==> config.mk <==
export PLATFORM = sky130hd
export DESIGN_NAME = cfg_tap_loader
export DESIGN_NICKNAME = d
export VERILOG_FILES = /design/src/rtl/cfg_tap_pkg.sv /design/src/rtl/tap_tck_div.sv /design/src/rtl/tap_step_seq.sv /design/src/rtl/tap_cycle_tally.sv /design/src/rtl/cfg_tap_loader.sv
export SDC_FILE = /design/constraint.sdc
export NUM_CORES = 1
export LEC_CHECK = 0
export ABC_AREA = 1
export ABC_CLOCK_PERIOD_IN_PS = 3500
export BUFFER_PORTS_ARGS = -buffer_cell sky130_fd_sc_hd__buf_2
export CORE_UTILIZATION = 59
export CTS_CLUSTER_SIZE = 16
export DETAILED_ROUTE_END_ITERATION = 16
export HOLD_SLACK_MARGIN = 0.15
export PLACE_DENSITY = 0.88
export SLEW_MARGIN = 25
export SYNTH_ARGS = -nofsm -noshare
export SYNTH_HDL_FRONTEND = slang
export SYNTH_SLANG_ARGS = --single-unit
==> constraint.sdc <==
create_clock -name clk -period 3.5 [get_ports clk]
set_clock_uncertainty 0.15 [all_clocks]
set_input_delay 0.35 -clock clk [delete_from_list [all_inputs] [get_ports clk]]
set_output_delay 0.35 -clock clk [all_outputs]
set_load 0.01 [all_outputs]
==> src/rtl/cfg_tap_pkg.sv <==
package cfg_tap_pkg;

    localparam int STEP_W = 16;
    localparam int IR_LEN = 10;

    // low nine instruction bits, bit 0 shifted first
    localparam logic [8:0] CFG_IR_LOW   = 9'h147;
    localparam logic [8:0] START_IR_LOW = 9'h067;

    typedef enum logic [4:0] {
        PH_IDLE,
        PH_RST_A,
        PH_RTI_A,
        PH_SEL_IR_A,
        PH_ENT_IR_A,
        PH_IR_CFG,
        PH_SEL_DR,
        PH_ENT_DR,
        PH_DATA,
        PH_UPD_DR,
        PH_RST_B,
        PH_SEL_IR_B,
        PH_ENT_IR_B,
        PH_IR_START,
        PH_UPD_IR,
        PH_STARTUP,
        PH_TO_TLR,
        PH_DONE
    } phase_e;

    typedef struct packed {
        logic tms;
        logic tdi;
    } pin_pair_t;

    function automatic logic [STEP_W-1:0] phase_len(phase_e ph, logic [STEP_W-1:0] startup);
        case (ph)
            PH_RST_A, PH_RST_B:                    return 16'd5;
            PH_RTI_A, PH_UPD_DR, PH_UPD_IR:        return 16'd1;
            PH_IR_CFG, PH_IR_START:                return 16'd10;
            PH_TO_TLR:                             return 16'd3;
            PH_STARTUP:                            return startup;
            default:                               return 16'd2;
        endcase
    endfunction

    function automatic phase_e next_phase(phase_e ph);
        case (ph)
            PH_RST_A:    return PH_RTI_A;
            PH_RTI_A:    return PH_SEL_IR_A;
            PH_SEL_IR_A: return PH_ENT_IR_A;
            PH_ENT_IR_A: return PH_IR_CFG;
            PH_IR_CFG:   return PH_SEL_DR;
            PH_SEL_DR:   return PH_ENT_DR;
            PH_ENT_DR:   return PH_DATA;
            PH_DATA:     return PH_UPD_DR;
            PH_UPD_DR:   return PH_RST_B;
            PH_RST_B:    return PH_SEL_IR_B;
            PH_SEL_IR_B: return PH_ENT_IR_B;
            PH_ENT_IR_B: return PH_IR_START;
            PH_IR_START: return PH_UPD_IR;
            PH_UPD_IR:   return PH_STARTUP;
            PH_STARTUP:  return PH_TO_TLR;
            default:     return PH_DONE;
        endcase
    endfunction

    function automatic logic ir_pick(logic [IR_LEN-1:0] ir, logic [STEP_W-1:0] pos);
        logic b;
        b = 1'b0;
        for (int k = 0; k < IR_LEN; k++) begin
            if (pos == STEP_W'(k)) b = ir[k];
        end
        return b;
    endfunction

endpackage

==> src/rtl/tap_tck_div.sv <==
module tap_tck_div #(
    parameter int HALF = 2
) (
    input  logic clk,
    input  logic rst,
    input  logic en,
    output logic tck,
    output logic rise_ev,
    output logic fall_ev
);
    localparam int CW = (HALF > 1) ? $clog2(HALF) : 1;
    localparam logic [CW-1:0] LAST = CW'(HALF - 1);

    logic          tck_q;
    logic [CW-1:0] cnt_q;
    logic          term;

    always_comb begin
        term    = (cnt_q == LAST);
        rise_ev = !tck_q && en && term;
        fall_ev = tck_q && term;
    end

    always_ff @(posedge clk) begin
        if (rst) begin
            tck_q <= 1'b0;
            cnt_q <= '0;
        end else if (!tck_q && !en) begin
            cnt_q <= '0;
        end else if (term) begin
            cnt_q <= '0;
            tck_q <= ~tck_q;
        end else begin
            cnt_q <= cnt_q + 1'b1;
        end
    end

    assign tck = tck_q;

    // a rising edge only follows a low half in which the step was armed
    a_r2_rise_armed: assert property (@(posedge clk) disable iff (rst)
        $rose(tck_q) |-> $past(en));

endmodule

==> src/rtl/tap_step_seq.sv <==
module tap_step_seq
    import cfg_tap_pkg::*;
#(
    parameter int STARTUP_CYC = 12,
    parameter bit CFG_IR_MSB   = 1'b1,
    parameter bit START_IR_MSB = 1'b1
) (
    input  logic clk,
    input  logic rst,
    input  logic start,
    input  logic fall_ev,
    input  logic s_valid,
    input  logic s_data,
    input  logic s_last,
    output logic s_ready,
    output logic armed,
    output logic busy,
    output logic tms,
    output logic tdi,
    output logic done
);
    localparam logic [STEP_W-1:0] SC = STEP_W'(STARTUP_CYC);
    localparam logic [IR_LEN-1:0] CFG_IR   = {CFG_IR_MSB, CFG_IR_LOW};
    localparam logic [IR_LEN-1:0] START_IR = {START_IR_MSB, START_IR_LOW};
    localparam logic [STEP_W-1:0] IR_TOP   = STEP_W'(IR_LEN - 1);

    phase_e            phase_q;
    logic [STEP_W-1:0] idx_q;
    logic              armed_q;
    logic              last_q;
    pin_pair_t         pins_q;
    pin_pair_t         step;
    logic              need_load;
    logic              load_en;
    logic              seg_end;

    always_comb begin
        step = '{tms: 1'b1, tdi: 1'b0};
        case (phase_q)
            PH_RTI_A, PH_ENT_IR_A, PH_ENT_DR, PH_ENT_IR_B, PH_STARTUP:
                step.tms = 1'b0;
            PH_IR_CFG: begin
                step.tms = (idx_q == IR_TOP);
                step.tdi = ir_pick(CFG_IR, idx_q);
            end
            PH_IR_START: begin
                step.tms = (idx_q == IR_TOP);
                step.tdi = ir_pick(START_IR, idx_q);
            end
            PH_RST_B:
                step.tms = (idx_q < 16'd4);
            PH_DATA: begin
                step.tms = s_last;
                step.tdi = s_data;
            end
            default: ;
        endcase
    end

    always_comb begin
        busy      = (phase_q != PH_IDLE) && (phase_q != PH_DONE);
        need_load = busy && !armed_q;
        s_ready   = need_load && (phase_q == PH_DATA);
        load_en   = need_load && ((phase_q != PH_DATA) || s_valid);
        seg_end   = (phase_q == PH_DATA) ? last_q
                                         : (idx_q == phase_len(phase_q, SC) - 16'd1);
    end

    always_ff @(posedge clk) begin
        if (rst) begin
            phase_q <= PH_IDLE;
            idx_q   <= '0;
            armed_q <= 1'b0;
            last_q  <= 1'b0;
            pins_q  <= '{tms: 1'b1, tdi: 1'b0};
        end else if (start && !busy) begin
            phase_q <= PH_RST_A;
            idx_q   <= '0;
            armed_q <= 1'b0;
            last_q  <= 1'b0;
        end else begin
            if (load_en) begin
                pins_q  <= step;
                armed_q <= 1'b1;
                last_q  <= (phase_q == PH_DATA) && s_last;
            end
            if (fall_ev) begin
                armed_q <= 1'b0;
                if (seg_end) begin
                    phase_q <= next_phase(phase_q);
                    idx_q   <= '0;
                end else begin
                    idx_q <= idx_q + 16'd1;
                end
            end
        end
    end

    assign armed = armed_q;
    assign tms   = pins_q.tms;
    assign tdi   = pins_q.tdi;
    assign done  = (phase_q == PH_DONE);

    // a start pulse during a run never re-enters the opening reset
    a_r12_start_ignored: assert property (@(posedge clk) disable iff (rst)
        (busy && start && phase_q != PH_RST_A) |=> (phase_q != PH_RST_A));

    // a stream bit is taken only when no step is pending on the pins
    a_r11_take_unarmed: assert property (@(posedge clk) disable iff (rst)
        (s_valid && s_ready) |=> armed_q);

endmodule

==> src/rtl/tap_cycle_tally.sv <==
module tap_cycle_tally #(
    parameter int W = 16
) (
    input  logic         clk,
    input  logic         rst,
    input  logic         clear,
    input  logic         inc,
    output logic [W-1:0] count
);
    logic [W-1:0] cnt_q;

    always_ff @(posedge clk) begin
        if (rst || clear) cnt_q <= '0;
        else if (inc)     cnt_q <= cnt_q + 1'b1;
    end

    assign count = cnt_q;

    // the tally never moves without an increment strobe
    a_r10_hold: assert property (@(posedge clk) disable iff (rst)
        (!$past(inc) && !$past(clear)) |-> $stable(cnt_q));

endmodule

==> src/rtl/cfg_tap_loader.sv <==
module cfg_tap_loader #(
    parameter int DIV_HALF     = 2,
    parameter int STARTUP_CYC  = 12,
    parameter bit CFG_IR_MSB   = 1'b1,
    parameter bit START_IR_MSB = 1'b1,
    parameter int CNT_W        = 16
) (
    input  logic             clk,
    input  logic             rst,
    input  logic             start,
    output logic             done,
    input  logic             s_valid,
    input  logic             s_data,
    input  logic             s_last,
    output logic             s_ready,
    output logic             tck,
    output logic             tms,
    output logic             tdi,
    output logic [CNT_W-1:0] tck_count
);
    logic armed;
    logic busy;
    logic rise_ev;
    logic fall_ev;

    tap_tck_div #(.HALF(DIV_HALF)) u_div (
        .clk     (clk),
        .rst     (rst),
        .en      (armed),
        .tck     (tck),
        .rise_ev (rise_ev),
        .fall_ev (fall_ev)
    );

    tap_step_seq #(
        .STARTUP_CYC  (STARTUP_CYC),
        .CFG_IR_MSB   (CFG_IR_MSB),
        .START_IR_MSB (START_IR_MSB)
    ) u_seq (
        .clk     (clk),
        .rst     (rst),
        .start   (start),
        .fall_ev (fall_ev),
        .s_valid (s_valid),
        .s_data  (s_data),
        .s_last  (s_last),
        .s_ready (s_ready),
        .armed   (armed),
        .busy    (busy),
        .tms     (tms),
        .tdi     (tdi),
        .done    (done)
    );

    tap_cycle_tally #(.W(CNT_W)) u_tally (
        .clk   (clk),
        .rst   (rst),
        .clear (start && !busy),
        .inc   (rise_ev),
        .count (tck_count)
    );

    // pins hold steady through the high half of TCK
    a_r2_pins_stable_high: assert property (@(posedge clk) disable iff (rst)
        (tck && $past(tck)) |-> ($stable(tms) && $stable(tdi)));

    // the stream is only ready while TCK is low
    a_r11_ready_tck_low: assert property (@(posedge clk) disable iff (rst)
        s_ready |-> !tck);

    // each TCK rising edge adds exactly one to the count
    a_r10_count_step: assert property (@(posedge clk) disable iff (rst)
        $rose(tck) |-> (tck_count == $past(tck_count) + 1'b1));

    // once finished, TCK is parked low with TMS high
    a_r9_parked: assert property (@(posedge clk) disable iff (rst)
        done |-> (!tck && tms));

endmodule

==> results.cfg <==
[run_status]
run_status = finished, final reports clean

[timing]
tns_ns = 0
setup_violations = 0
min_period_ns = 3.07
fmax_ghz = 0.326
period_share_pct = 87.7
rsz0062_at_grt = no
slew_violations = 0
worst_pin_slew_ns = 0.505
worst_hold_slack_ns = 0.179
slew_headroom_pct = 66.3
hold_viol_final = 0

[floorplanning]
die_w_um = 69.1
die_h_um = 69.1
ios = 27
core_area_um2 = 4320
initial_utilization_pct = 61.3
rows = 24
die-area_um2 = 4770

[drt]
drt_iter0_drc = 195
drt_pass1_iterations = 5
drtAntennaViolNets = 0
via_per_inst = 5.51
wl_per_cell_um = 12.7
wl_mm = 5.87
route.detailed.drc = 0
num_vias = 2539

[cells_and_area]
antenna_cells = 0
layoutNonFillerInstCount = 461
drive_gt1_share_pct = 17.4
syn_to_final_growth_pct = 9.76
num-nets-final = 427

[global_routing]
grt_max_degree = 18
antenna_found_initial = 0
track_usage_pct = 25.5
overflow = 0
grt_pass1_vias = 2318
grt_pass1_wl_mm = 10.0

[clocking]
clk_pin_slew_worst_paths_ns = 0.08
clock_path_buffers = 2
cts_made_buffers = 5
clkSinkCount = 43
root_buffer = clkbuf_8
clk_latency_ns = 0.29
h-tree-depth = 2
cts_setup_buffers = 0
ctsResizeCount = 0
hold_buffers = 1
cts_tree = yes

[worst_setup_path]
path_class = reg2reg
worstPathArrival_ns = 3.10
reg2reg_slack_ns = 0.43
cp-end-kind = flop
path_max_fanout = 13
required_ns = 3.53
cp-start-kind = flop

[synthesis]
yosys_warnings = 0
ys_async_sr_fraction_pct = 0
yosysTopAreaCellShare_pct = 32.5
ys.flop_type = dfxtp_1
synth_area_leaders = dfxtp_1, nand2_1, inv_1
synthesis.nets = 400
synth-edff-count = 0
synth-seq-area-share_pct = 32.5
ys_types = 35
post_synth_inst_count = 382
syn_area_um2 = 2650
postSynthAreaPerCell_um2 = 6.94
yosysTopAreaCell = dfxtp_1
ys_ff_latch = 43

[flow_run]
max-cap-violations = 0

[place]
placed_cells = 453
gp_congestion = 0.864
hpwl_mm = 4.48
port_buffers = 26

[pwr]
peakVddDrop_mv = 0.277
power_density_nw_per_um2 = 337
power_mw = 0.980
leakagePower_nw = 1.20

[min_path]
hold_class = in2reg
-- synth_stat cells, drive strengths merged (6+ instances only) --
| master | count |
|---|---|
| ha | 12 |
| nor3 | 19 |
| xor2 | 8 |
| dfxtp | 43 |
| nand3 | 36 |
| nand2 | 89 |
| nand4 | 8 |
| o21ai | 16 |
| inv | 53 |
| a21oi | 26 |
| nor2 | 42 |
| buf | 7 |
| a211oi | 6 |
-- cell families after synthesis --
logic type	Yosys count	share of synthesized area [%]
DFF	43	32.5
xor gates and xnor gates	8	2.64
AOI/OAI and AO/OA	56	11.9
adders and majority gates	12	5.66
buffers and inverters	61	9.62
and+or+nand+nor	202	37.7
-- critical path, stage by stage, from the launching register on --
cell and delay, ns:
dfxtp_1 0.46, inv_1 0.10, ha_1 0.32, nand2_1 0.11, nand3_2 0.12, nand2_2 0.10, inv_2 0.05, nor2_1 0.12
ha_1 0.25, xor2_1 0.15, nand2_1 0.07, nor2_1 0.10, nand2_1 0.05, nor2_1 0.08, nand2_1 0.06, nor2_1 0.13
nand2_2 0.09, nand2_4 0.11, nand2_4 0.09, nand2_4 0.19, nor2_1 0.07
-- layout by cell type (no fill, tap or decap), types with 2 or more instances in the layout --
cell type	synthesis	final
buf_2	3	26
a211oi_1	6	6
o211ai_1	2	2
nor2_1	33	33
nand2_4	3	3
o21ai_1	2	2
inv_2	7	7
clkbuf_8	0	5
o21ai_0	14	14
nor2_2	7	7
dfxtp_1	43	43
a21oi_1	26	26
nand3_1	31	31
o21a_1	2	2
nor2_4	2	2
xor2_1	8	8
nand4_1	8	8
ha_1	12	12
nand2_2	7	7
nand3_2	5	5
inv_1	46	46
nor3b_1	3	3
nor3_1	14	14
nor3_2	5	5
o2111ai_1	2	2
nand2_1	79	79
-- cell type report --
| type | count | area (µm²) |
|---|---|---|
| multi-input combinational | 278 | 1540 |
| fill | 381 | 1410 |
| sequential | 43 | 861 |
| inverter | 53 | 199 |
| clock inverter | 1 | 30.0 |
| timing repair buffer | 28 | 148 |
| clock buffer | 6 | 72.6 |
| tap | 52 | 65.1 |
-- path summary, 6_finish.rpt --
check        cells after the start              start                end
min                              3             s_last       u_seq.last_q
max                             20   u_seq.phase_q[0]    u_seq.idx_q[15]
max reg2reg                     20   u_seq.phase_q[0]    u_seq.idx_q[15]
min reg2reg                      2  u_tally.count[15]  u_tally.count[15]
-- power breakdown --
part | internal [mW] | switching (mW)
Sequential | 0.495 | 0.00525
Combinational | 0.0392 | 0.0715
Clock | 0.209 | 0.160
Total | 0.743 | 0.237
-- state kept, by name, summed over array words and instances (netlist names) --
name and flops:
u_seq.last_q 1, u_tally.count 16, u_seq.idx_q 16, u_div.cnt_q 1
u_div.tck 1, u_seq.armed 1, u_seq.phase_q 5, u_seq.tdi 1
u_seq.tms 1
-- per-layer routing --
metal / vias up / track usage (%) / part of all wire, %
li1: 1315 / - / -
met1: 1140 / 32.2 / 45
met2: 70 / 43.1 / 48
met3: 14 / 5.41 / 5.7
met4: 0 / 8.39 / 1.9
met5: - / 0 / 0
-- through the flow --
step	utilization, %	instance area (µm²)	setup slack, ns
final	67.3	2910	0.432
after floorplan	-	2650	0.754
after global routing	67.3	2910	0.131
after global placement	64.7	2800	0.625
after CTS	67.3	2910	0.433
after detailed placement	64.7	2800	0.449
(Power assumes the default switching activity.)
